===== src/rtl/siw_pkg.sv =====
package siw_pkg;

    typedef enum logic {
        PH_IDLE  = 1'b0,
        PH_WRITE = 1'b1
    } siw_phase_e;

    localparam int unsigned SIW_BYTE_W = 8;

endpackage


===== src/rtl/siw_csum.sv =====
module siw_csum #(
    parameter int unsigned NBYTES = 6,
    parameter int unsigned DW     = 16
) (
    input  logic [8*NBYTES-1:0] stn,
    output logic [DW-1:0]       sum
);
    localparam int unsigned NHALF = (8 * NBYTES) / DW;

    logic [DW-1:0] acc;

    always_comb begin
        acc = '0;
        for (int h = 0; h < NHALF; h++) begin
            acc = acc + stn[h*DW +: DW];
        end
    end

    assign sum = acc;

endmodule


===== src/rtl/siw_word_mux.sv =====
module siw_word_mux #(
    parameter int unsigned NBYTES = 6,
    parameter int unsigned DW     = 16,
    parameter int unsigned AW     = 3
) (
    input  logic [AW-1:0]       idx,
    input  logic [8*NBYTES-1:0] stn,
    input  logic [DW-1:0]       sum,
    output logic [DW-1:0]       word
);
    import siw_pkg::*;

    localparam int unsigned BW       = SIW_BYTE_W;
    localparam int unsigned CS_WORDS = DW / BW;
    localparam int unsigned NWORDS   = NBYTES + CS_WORDS;

    logic [DW-1:0] words [NWORDS];

    for (genvar g = 0; g < NBYTES; g++) begin : g_stn
        assign words[g] = {stn[8*NBYTES-1-BW*g -: BW], {(DW-BW){1'b0}}};
    end

    for (genvar c = 0; c < CS_WORDS; c++) begin : g_cs
        assign words[NBYTES+c] = {sum[DW-1-BW*c -: BW], {(DW-BW){1'b0}}};
    end

    assign word = words[idx];

endmodule


===== src/rtl/siw_seq.sv =====
module siw_seq #(
    parameter int unsigned NBYTES = 6,
    parameter int unsigned NWORDS = 8,
    parameter int unsigned AW     = 3
) (
    input  logic                clk,
    input  logic                rst_n,
    input  logic                start,
    input  logic [8*NBYTES-1:0] stn_in,
    output logic                busy,
    output logic [AW-1:0]       idx,
    output logic                done,
    output logic [8*NBYTES-1:0] stn_hold
);
    import siw_pkg::*;

    localparam logic [AW-1:0] LAST_IDX = AW'(NWORDS - 1);

    typedef struct packed {
        siw_phase_e          phase;
        logic [AW-1:0]       idx;
        logic                done;
        logic [8*NBYTES-1:0] stn;
    } seq_state_t;

    seq_state_t st_d, st_q;

    always_comb begin
        st_d      = st_q;
        st_d.done = 1'b0;
        unique case (st_q.phase)
            PH_IDLE: begin
                if (start) begin
                    st_d.phase = PH_WRITE;
                    st_d.idx   = '0;
                    st_d.stn   = stn_in;
                end
            end
            PH_WRITE: begin
                if (st_q.idx == LAST_IDX) begin
                    st_d.phase = PH_IDLE;
                    st_d.done  = 1'b1;
                end else begin
                    st_d.idx = AW'(st_q.idx + 1'b1);
                end
            end
            default: st_d.phase = PH_IDLE;
        endcase
    end

    always_ff @(posedge clk or negedge rst_n) begin
        if (!rst_n) begin
            st_q <= '{phase: PH_IDLE, idx: '0, done: 1'b0, stn: '0};
        end else begin
            st_q <= st_d;
        end
    end

    assign busy     = (st_q.phase == PH_WRITE);
    assign idx      = st_q.idx;
    assign done     = st_q.done;
    assign stn_hold = st_q.stn;

endmodule


===== src/rtl/stn_image_writer.sv =====
module stn_image_writer #(
    parameter int unsigned NBYTES = 6,
    parameter int unsigned DW     = 16,
    parameter int unsigned AW     = $clog2(NBYTES + DW / 8)
) (
    input  logic                clk,
    input  logic                rst_n,
    input  logic                start,
    input  logic [8*NBYTES-1:0] stn_addr,
    output logic                ram_we,
    output logic [AW-1:0]       ram_addr,
    output logic [DW-1:0]       ram_data,
    output logic                done
);
    localparam int unsigned NWORDS = NBYTES + DW / 8;

    logic [8*NBYTES-1:0] stn_q;
    logic [DW-1:0]       csum;
    logic [AW-1:0]       idx;
    logic                busy;

    siw_seq #(.NBYTES(NBYTES), .NWORDS(NWORDS), .AW(AW)) u_seq (
        .clk      (clk),
        .rst_n    (rst_n),
        .start    (start),
        .stn_in   (stn_addr),
        .busy     (busy),
        .idx      (idx),
        .done     (done),
        .stn_hold (stn_q)
    );

    siw_csum #(.NBYTES(NBYTES), .DW(DW)) u_csum (
        .stn (stn_q),
        .sum (csum)
    );

    siw_word_mux #(.NBYTES(NBYTES), .DW(DW), .AW(AW)) u_mux (
        .idx  (idx),
        .stn  (stn_q),
        .sum  (csum),
        .word (ram_data)
    );

    assign ram_we   = busy;
    assign ram_addr = idx;

endmodule


===== config.mk =====
export PLATFORM = sky130hd
export DESIGN_NAME = stn_image_writer
export DESIGN_NICKNAME = d
export VERILOG_FILES = /design/src/rtl/siw_pkg.sv /design/src/rtl/siw_csum.sv /design/src/rtl/siw_word_mux.sv /design/src/rtl/siw_seq.sv /design/src/rtl/stn_image_writer.sv
export SDC_FILE = /design/constraint.sdc
export NUM_CORES = 1
export LEC_CHECK = 0
export ABC_AREA = 1
export BUFFER_PORTS_ARGS = -buffer_cell sky130_fd_sc_hd__buf_2
export CAP_MARGIN = 20
export CORE_MARGIN = 1
export CORE_UTILIZATION = 51
export DETAILED_ROUTE_END_ITERATION = 7
export PLACE_DENSITY_LB_ADDON = 0.05
export SLEW_MARGIN = 10
export SYNTH_ARGS = -nofsm -noshare
export SYNTH_HDL_FRONTEND = slang
export SYNTH_SLANG_ARGS = --single-unit

===== constraint.sdc =====
create_clock -name clk -period 2.36 [get_ports clk]
set_input_delay 0.118 -clock clk [delete_from_list [all_inputs] [get_ports clk]]
set_output_delay 0.118 -clock clk [all_outputs]
set_load 0.1 [all_outputs]

======== Word level (Yosys, flattened, before mapping) ========
Cells that the tools add are included.
storage, ports and cells
  flip-flop bits (word level) ............. 53
  logic and storage cells ................. 24
cells by class
  add/subtract/negate cells ............... 3
  order comparisons ....................... 1
  eq/ne operators ......................... 3
  multiplexer cells ....................... 9
  bitwise operators ....................... 2
  reduce and logical (&&, ||, !) cells .... 2
operator list
  operator                                                       number
  16-bit binary-select mux with 3-bit select                     1
  16-bit adder                                                   2
  16-bit two-way mux                                             2
  4-bit one-hot mux with 2 select lines                          1
  4-bit greater-or-equal comparator, second input constant       1
  4-bit two-way mux                                              1
  2-bit != test, second input constant                           2
  3-bit inverter with 4-bit output                               1
  2-bit AND reduction                                            2
  3-bit by 1-bit adder with 3-bit output, second input constant  1
  3-bit == test, second input constant                           1
  1-bit two-way mux                                              3
  3-bit two-way mux                                              1
  1-bit inverter                                                 1

======== Logic depth before layout (Yosys ltp) ========
Gate-level depths: netlist (run 1).
  word-level depth ........................ 5
  mapped depth ............................ 18
  gate-level depth less buffers ........... 18

======== By module ========
From an unflattened synthesis (run 1), not the netlist that was laid out.
second synthesis, totals
  cells, all modules ...................... 649
  area total of the unflattened synthesis .. 4509.3 sq um
modules (own cells, without submodules)
  module        times used  cells each  area each (sq um)  seq. area each (sq um)
  siw_seq       1           232         2273.4             1326.3
  siw_csum      1           194         1238.7             0.0
  siw_word_mux  1           223         997.2              0.0

======== Worst setup path after synthesis (run 1) ========
OpenSTA, ideal clock, no wires.
  kind .................................... register to output
  from .................................... register u_seq.st_q, in the netlist u_seq.stn_hold[6]
  to ...................................... output port ram_data[8]
  data arrival time ....................... 3232 ps
  required time ........................... 2242 ps
  slack ................................... -990 ps
  stages on the path, launching flop included .. 11
  path through ............................ dfrtp_1 fa_1 ha_1 nand2_2 inv_1 a21oi_1 nand2_1 xnor2_1 nand2_1 nand2_1 a21oi_1
on the way
  word-level cells in the longest chain between the ends .. 5
ends and longest elaborated chain
  what                                                   RTL line                source
  start, declared                                        siw_seq.sv:26           seq_state_t st_d, st_q;
  start signal, assigned                                 siw_seq.sv:53           st_q <= '{phase: PH_IDLE, idx: '0, done: 1'b0, stn: '0};
  start signal, assigned                                 siw_seq.sv:55           st_q <= st_d;
  16-bit adder (2 in a row)                              siw_csum.sv:15          acc = acc + stn[h*DW +: DW];
  16-bit binary-select mux with 3-bit select             siw_word_mux.sv:27      assign word = words[idx];
  16-bit two-way mux (implied by the code) (2 in a row)  siw_word_mux.sv:27
  end, declared                                          stn_image_writer.sv:12  output logic [DW-1:0] ram_data,
Every way passes these cells. The select of a mux whose other input is x is not followed.

======== Final worst setup path (run 1) ========
  from .................................... register u_seq.st_q, in the netlist u_seq.stn_hold[33]
  to ...................................... output port ram_data[15]
on the way
  word-level cells in the longest chain between the ends .. 4
ends and longest elaborated chain
  what                                                   RTL line
  16-bit adder                                           siw_csum.sv:15
  16-bit binary-select mux with 3-bit select             siw_word_mux.sv:27
  16-bit two-way mux (implied by the code) (2 in a row)  siw_word_mux.sv:27
Every way passes these cells. The select of a mux whose other input is x is not followed.

==> results of run 1 <==
[final cells by class]
type	instances	area, sq um	share of cell area [%]
multi-input cells	347	2590	48.1
flip-flops and latches	53	1330	24.6
repair buffers	137	1010	18.8
inverters	63	236	4.39
well taps	99	124	2.30
clock buffers	5	68.8	1.28
clock inverters	3	26.3	0.488
[kinds of logic (layout without fill, tap and decap cells)]
kind of cell	Yosys count	count (layout)	synth area share (%)
AO/OA/AOI/OAI	58	58	7.82
XOR/XNOR	2	2	0.451
adder cells (fa/ha/maj)	32	32	13.4
buffers and inverters	86	208	10.3
flip-flops	53	53	34.1
multiplexers	42	42	12.2
other	1	8	0.0964
AND/OR/NAND/NOR	205	205	21.7
[state kept, by name, indices dropped and copies added (netlist names)]
signal,count
u_seq.done,1
u_seq.stn_hold,48
u_seq.busy,1
u_seq.idx,3
[final timing paths]
path | end | slack [ns] | cells after the start
max | ram_data[15] | -0.59 | 16
min | u_seq.stn_hold[8] | 0.03 | 2
max reg2reg | u_seq.idx[2] | 0.65 | 6
min reg2reg | u_seq.done | 0.56 | 2
max in group asynchronous | u_seq.stn_hold[22] | 1.45 | 3
min in group asynchronous | u_seq.stn_hold[20] | 0.27 | 2
[metal layers]
layer / global-route usage, % / share of wire (%) / up-vias
met4: 6.35 / 1.2 / 0
met3: 4.06 / 4.5 / 12
met2: 46.5 / 47 / 93
met5: 0 / 0 / -
li1: - / - / 1776
met1: 39.6 / 47 / 1688
[stage by stage]
step | cell area (sq um) | utilization (%)
after global placement | 4930 | 67.3
after detailed placement | 4930 | 67.3
after global routing | 5380 | 73.4
after floorplan | 4030 | -
after CTS | 5310 | 72.4
final | 5380 | 73.4
[placed cells by master, fill, tap and decap left out, types with 5 or more instances in the layout]
| cell type | netlist | routed |
|---|---|---|
| a21oi_1 | 22 | 17 |
| buf_12 | 0 | 9 |
| buf_2 | 9 | 55 |
| buf_4 | 9 | 70 |
| clkbuf_8 | 1 | 5 |
| conb_1 | 1 | 8 |
| dfrtp_1 | 53 | 53 |
| fa_1 | 16 | 13 |
| ha_4 | 0 | 11 |
| inv_1 | 60 | 56 |
| inv_2 | 2 | 6 |
| mux2_2 | 42 | 42 |
| nand2_1 | 118 | 86 |
| nand2_2 | 5 | 30 |
| nand3_1 | 26 | 19 |
| nand3_2 | 0 | 6 |
| nand4_1 | 5 | 5 |
| nor2_1 | 46 | 41 |
| nor2_2 | 1 | 5 |
| o21ai_0 | 28 | 27 |
| o22ai_1 | 6 | 6 |
[timing repair]
item                                    CTS  global route
resized for setup                        43            15
hold endpoints to repair                 20             0
setup buffers                             5             2
hold buffers                              1             0
endpoints found under the setup margin    8             8
pin swaps                                40            18
==> summary.md, run 1 <==
| Metric | Value |
|---|---|
| Final setup viols | 8 |
| Filler instances | 603 |
| Slowest cell on crit path | fa_1 |
| Fmax | 0.339 GHz |
| Root Driver | clkbuf_8 |
| Critical path peak fanout | 4 |
| Top cells by area, synth | dfrtp_1, mux2_2, nand2_1, fa_1, inv_1 |
| Critical path data arrival time | 2.83 ns |
| Setup Skew | 0.00434 ns |
| Cell variety after synth | 30 |
| Pins Over Slew Limit | 0 |
| # rows | 31 |
| Bufs on Longest Clock Path | 2 |
| Synth top cells by count | nand2_1, inv_1, dfrtp_1 |
| Final period util | 125% |
| CP delay by family, top | adder cells |
| Place WS | -0.319 ns |
| Crit path top cell by count | nand2_2 |
| Max Cap Violations | 0 |
| GP Congestion | 0.907 |
| Buffers added on ports | 63 |
| Clock H-tree levels | 2 |
| 1st-pass router iterations | 4 |
| YS warnings | 0 |
| Cell area after synthesis | 3890 sq um |
| TritonCTS buffer count | 5 |
| Largest net degree at the start of global routing | 31 |
| R2R Path Start | u_seq.idx[0] |
| Number of global-route vias before repair | 3383 |
| Worst hold slack | 0.0284 ns |
| Yosys reg bits | 53 |
| Inserted Diodes | 0 |
| Die H | 89.3 um |
| Drt wl/cell | 15.1 um |
| Synth Instances | 479 |
| Area Growth Syn to Fin | 38.4% |
| Hold Crit Start | stn_addr[8] |
| Die area | 7980 sq um |
| Routed WL | 10.7 mm |
| Async SR Flop Fraction | 100% |
| Most common cell in the netlist | nand2_1 |
| Post-detailed-route count of antenna-violating nets | 0 |
| DRC Markers | 0 |
| Average cell area after synthesis | 8.12 sq um |
| GRT overflow | 0 |
| Vias | 3569 |
| Type of origin of the critical path | flop |
| Seq/Total Area, Yosys | 34.1% |
| Clk_lat worst skew | 0.31 ns |
| Die width | 89.3 um |
| Critical path origin | u_seq.stn_hold[33] |
| Max incr delay on CP | 0.55 ns |
| Critical Path Sink Type | primary output |
| Total Negative Setup Slacks | -3.88 ns |
| Top-area cell type share of the netlist area | 34.1% |
| Clk pin slew, worst setup/hold paths | 0.11 ns |
| Nets@finish | 690 |
| All-Layer GR Usage | 28.2% |
| Core Region | 7330 sq um |
| First-pass GRT wire length | 16.5 mm |
| Non-filler cells, final | 707 |
| CTS sink count | 53 |
| Dpl hpwl | 8.11 mm |
| Hold Crit Class | input port to flop |
| Final hold vios | 0 |
| EDFF count, synth | 0 |
| Min Tclk post-route | 2.95 ns |
| CTS tree | done |
| Status | finished with violations |
| Via density | 5.05 |
| Final setup margin | -0.592 ns |
| Primary FF master, synth | dfrtp_1 |
| Crit path cell chain | fa_1 -> ha_2 -> inv_2 -> fa_2 -> inv_2 -> nand2_2 -> nand2_4 -> nand3_4 -> nand2_4 -> nand2_2 -> nand3_1 -> nand3_1 -> nand2_1 -> nand2_2 -> nand2_8 -> buf_12 |
| RSZ-0062 raised after global routing | yes |
| Initial antenna violation count | 0 |
| Iteration-0 DRC Markers | 144 |
| Yosys top cell by area | dfrtp_1 |
| Buf/Inv on CP | 3 |
| CP Data Required Time | 2.24 ns |
| Violated checks | negative setup slack |
| Placed cell count | 691 |
| Kind of critical path | flop to primary output |
| Share of cells above drive strength 1 | 43.8% |
| # IOs | 72 |
| Starting Density | 53.0% |
Power of run 1 is not shown: default switching activity piles up to over one toggle a cycle in this logic, so the estimate is an artifact.
==> run 2: changes to the inputs <==
==> constraint.sdc (replaced) <==
create_clock -name clk -period 2.36 [get_ports clk]
set_input_delay 0.472 -clock clk [delete_from_list [all_inputs] [get_ports clk]]
set_output_delay 0.472 -clock clk [all_outputs]
set_load 0.1 [all_outputs]
==> run 2 against run 1 <==
The flow still finishes with violations (negative setup slack). Maximum frequency is 12% lower. Critical path depth stayed put. Sequential cell count stayed put. Cell area is 0.81% lower. Highest routed layer unchanged.
==> summary.md, run 2 (synthesis results as in run 1) <==
| Metric | Value |
|---|---|
| RSZ-0062 raised after global routing | yes (unchanged) |
| Final setup viols | 8 (unchanged) |
| Critical path peak fanout | 4 (unchanged) |
| # rows | 31 (unchanged) |
| Violated checks | negative setup slack (unchanged) |
| Buf/Inv on CP | 3 (unchanged) |
| Post-detailed-route count of antenna-violating nets | 0 (unchanged) |
| # IOs | 72 (unchanged) |
| Clk pin slew, worst setup/hold paths | 0.10 ns (was 0.11 ns) |
| Filler instances | 584 (was 603) |
| Max Cap Violations | 0 (unchanged) |
| Root Driver | clkbuf_8 (unchanged) |
| All-Layer GR Usage | 28.2% (about the same) |
| GP Congestion | 1.01 (was 0.907) |
| R2r setup slk | 0.68 ns (was 0.65 ns) |
| R2R Path Start | u_seq.idx[1] (was u_seq.idx[0]) |
| Die width | 89.3 um (unchanged) |
| Initial antenna violation count | 0 (unchanged) |
| Final Core Density | 72.8% (was 73.4%) |
| Buffers added on ports | 63 (unchanged) |
| Setup Skew | 0.00725 ns (was 0.00434 ns) |
| Final hold vios | 0 (unchanged) |
| Core Region | 7330 sq um (unchanged) |
| Largest register FFs | 48 (unchanged) |
| Clock H-tree levels | 2 (unchanged) |
| Fmax | 0.299 GHz (was 0.339 GHz) |
| Critical path data arrival time | 2.87 ns (was 2.83 ns) |
| Starting Density | 53.0% (unchanged) |
| Area Growth Syn to Fin | 37.3% (was 38.4%) |
| Hold Buf Count CTS | 0 (was 1) |
| Critical Path Sink Type | primary output (unchanged) |
| Die H | 89.3 um (unchanged) |
| Drt wl/cell | 15.0 um (was 15.1 um) |
| Via density | 5.06 (was 5.05) |
| Number of global-route vias before repair | 3564 (was 3383) |
| R2r endpoint | u_seq.idx[2] (unchanged) |
| Commonest non-fill, non-tap cell in the layout | nand2_1 (unchanged) |
| CP Data Required Time | 1.89 ns (was 2.24 ns) |
| Slowest cell on crit path | fa_1 (unchanged) |
| Nets@finish | 682 (was 690) |
| Pins Over Slew Limit | 0 (unchanged) |
| Worst hold slack | 0.112 ns (was 0.0284 ns) |
| Clk_lat worst skew | 0.31 ns (about the same) |
| Iteration-0 DRC Markers | 175 (was 144) |
| R2R depth | 7 (was 6) |
| Min Tclk post-route | 3.34 ns (was 2.95 ns) |
| DRC Markers | 0 (unchanged) |
| Type of origin of the critical path | flop (unchanged) |
| CP delay by family, top | adder cells (unchanged) |
| 1st-pass router iterations | 4 (unchanged) |
| Die area | 7980 sq um (unchanged) |
| Status | finished with violations (unchanged) |
| GRT overflow | 0 (unchanged) |
| First-pass GRT wire length | 16.8 mm (was 16.5 mm) |
| Final period util | 142% (was 125%) |
| Bufs on Longest Clock Path | 2 (unchanged) |
| Kind of critical path | flop to primary output (unchanged) |
| CTS tree | done (unchanged) |
| CTS sink count | 53 (unchanged) |
| Number of cells on the critical path | 16 (unchanged) |
| Share of cells above drive strength 1 | 42.2% (was 43.8%) |
| Final setup margin | -0.985 ns (was -0.592 ns) |
| Dpl hpwl | 7.96 mm (was 8.11 mm) |
| TritonCTS buffer count | 5 (unchanged) |
| Crit path cell chain | fa_1 -> ha_2 -> inv_2 -> fa_2 -> inv_2 -> nand2_4 -> nand2_4 -> nand3_4 -> nand2_4 -> nand2_2 -> nand3b_1 -> nand3_1 -> nand2_1 -> nand2_2 -> nand2_8 -> buf_12 (was fa_1 -> ha_2 -> inv_2 -> fa_2 -> inv_2 -> nand2_2 -> nand2_4 -> nand3_4 -> nand2_4 -> nand2_2 -> nand3_1 -> nand3_1 -> nand2_1 -> nand2_2 -> nand2_8 -> buf_12) |
| Inserted Diodes | 0 (unchanged) |
| Crit path top cell by count | nand2_4 (was nand2_2) |
| Max incr delay on CP | 0.55 ns (about the same) |
| Vias | 3531 (was 3569) |
| Routed WL | 10.5 mm (was 10.7 mm) |
| Hold Crit Class | input port to asynchronous set/reset pin (was input port to flop) |
| Largest net degree at the start of global routing | 37 (was 31) |
| Most frequent cells in the layout | nand2_1, buf_4, inv_1 (unchanged) |
[run 2: changes by cell type in the layout (fill, tap and decap cells not counted), sizes merged]
cell,change
dlygate4sd3,-1
inv,-1
bufinv,+1
clkinvlp,-2
clkinv,+1
buf,-7
[run 2: area by class of cell]
class                      instances  area (sq um)  share of cell area (%)
inverter                          63           236                    4.43
clock inverter                     2          35.0                   0.656
sequential                        53          1330                    24.8
tap                               99           124                    2.32
timing repair buffer             129           947                    17.7
multi-input combinational        347          2600                    48.7
clock buffer                       5          68.8                    1.29
[run 2: routing by layer]
metal | vias to the layer above | global-route usage (%) | part of all wire (%)
li1 | 1752 | - | -
met1 | 1678 | 38.2 | 44
met2 | 92 | 47.8 | 48
met3 | 9 | 5.08 | 6.2
met4 | 0 | 5.19 | 0.87
met5 | - | 0 | 0
[run 2: how the worst max path moves through the flow]
| stage | from | end | slack [ns] |
|---|---|---|---|
| floorplan | u_seq.stn_hold[33] | ram_data[9] | -0.78 |
| global route | u_seq.stn_hold[33] | ram_data[11] | -1.13 |
| global placement | u_seq.stn_hold[33] | ram_data[9] | -0.61 |
| detailed placement | u_seq.stn_hold[33] | ram_data[15] | -0.66 |
| CTS | u_seq.stn_hold[1] | ram_data[15] | -0.98 |
| finish | u_seq.stn_hold[33] | ram_data[11] | -0.98 |
[run 2: worst register-to-register path, stage by stage (launching register included)]
cell	delay, ns
dfrtp_1	0.40
buf_4	0.22
ha_1	0.21
ha_1	0.20
or2_2	0.33
nand2_2	0.10
nand3_1	0.08
o21ai_0	0.08
[run 2: repair_timing]
action | CTS | global route
resized for setup | 18 | 14
setup endpoints to repair | 8 | 8
pin swaps | 33 | 17
buffers inserted | 4 | 4
[run 2: stage by stage]
| stage | instances | setup WS [ns] | TNS (ns) | area [sq um] |
|---|---|---|---|---|
| 2_1_floorplan | 486 | -0.777 | -3.27 | 4220 |
| 3_3_place_gp | 683 | -0.611 | -4.13 | 5060 |
| 3_5_place_dp | 683 | -0.664 | -4.44 | 5060 |
| 4_1_cts | 694 | -0.976 | -6.97 | 5250 |
| 5_1_grt | 698 | -1.13 | -8.31 | 5340 |
| 6_report | 698 | -0.985 | -7.21 | 5340 |
Power of run 2 is left out for the same reason.
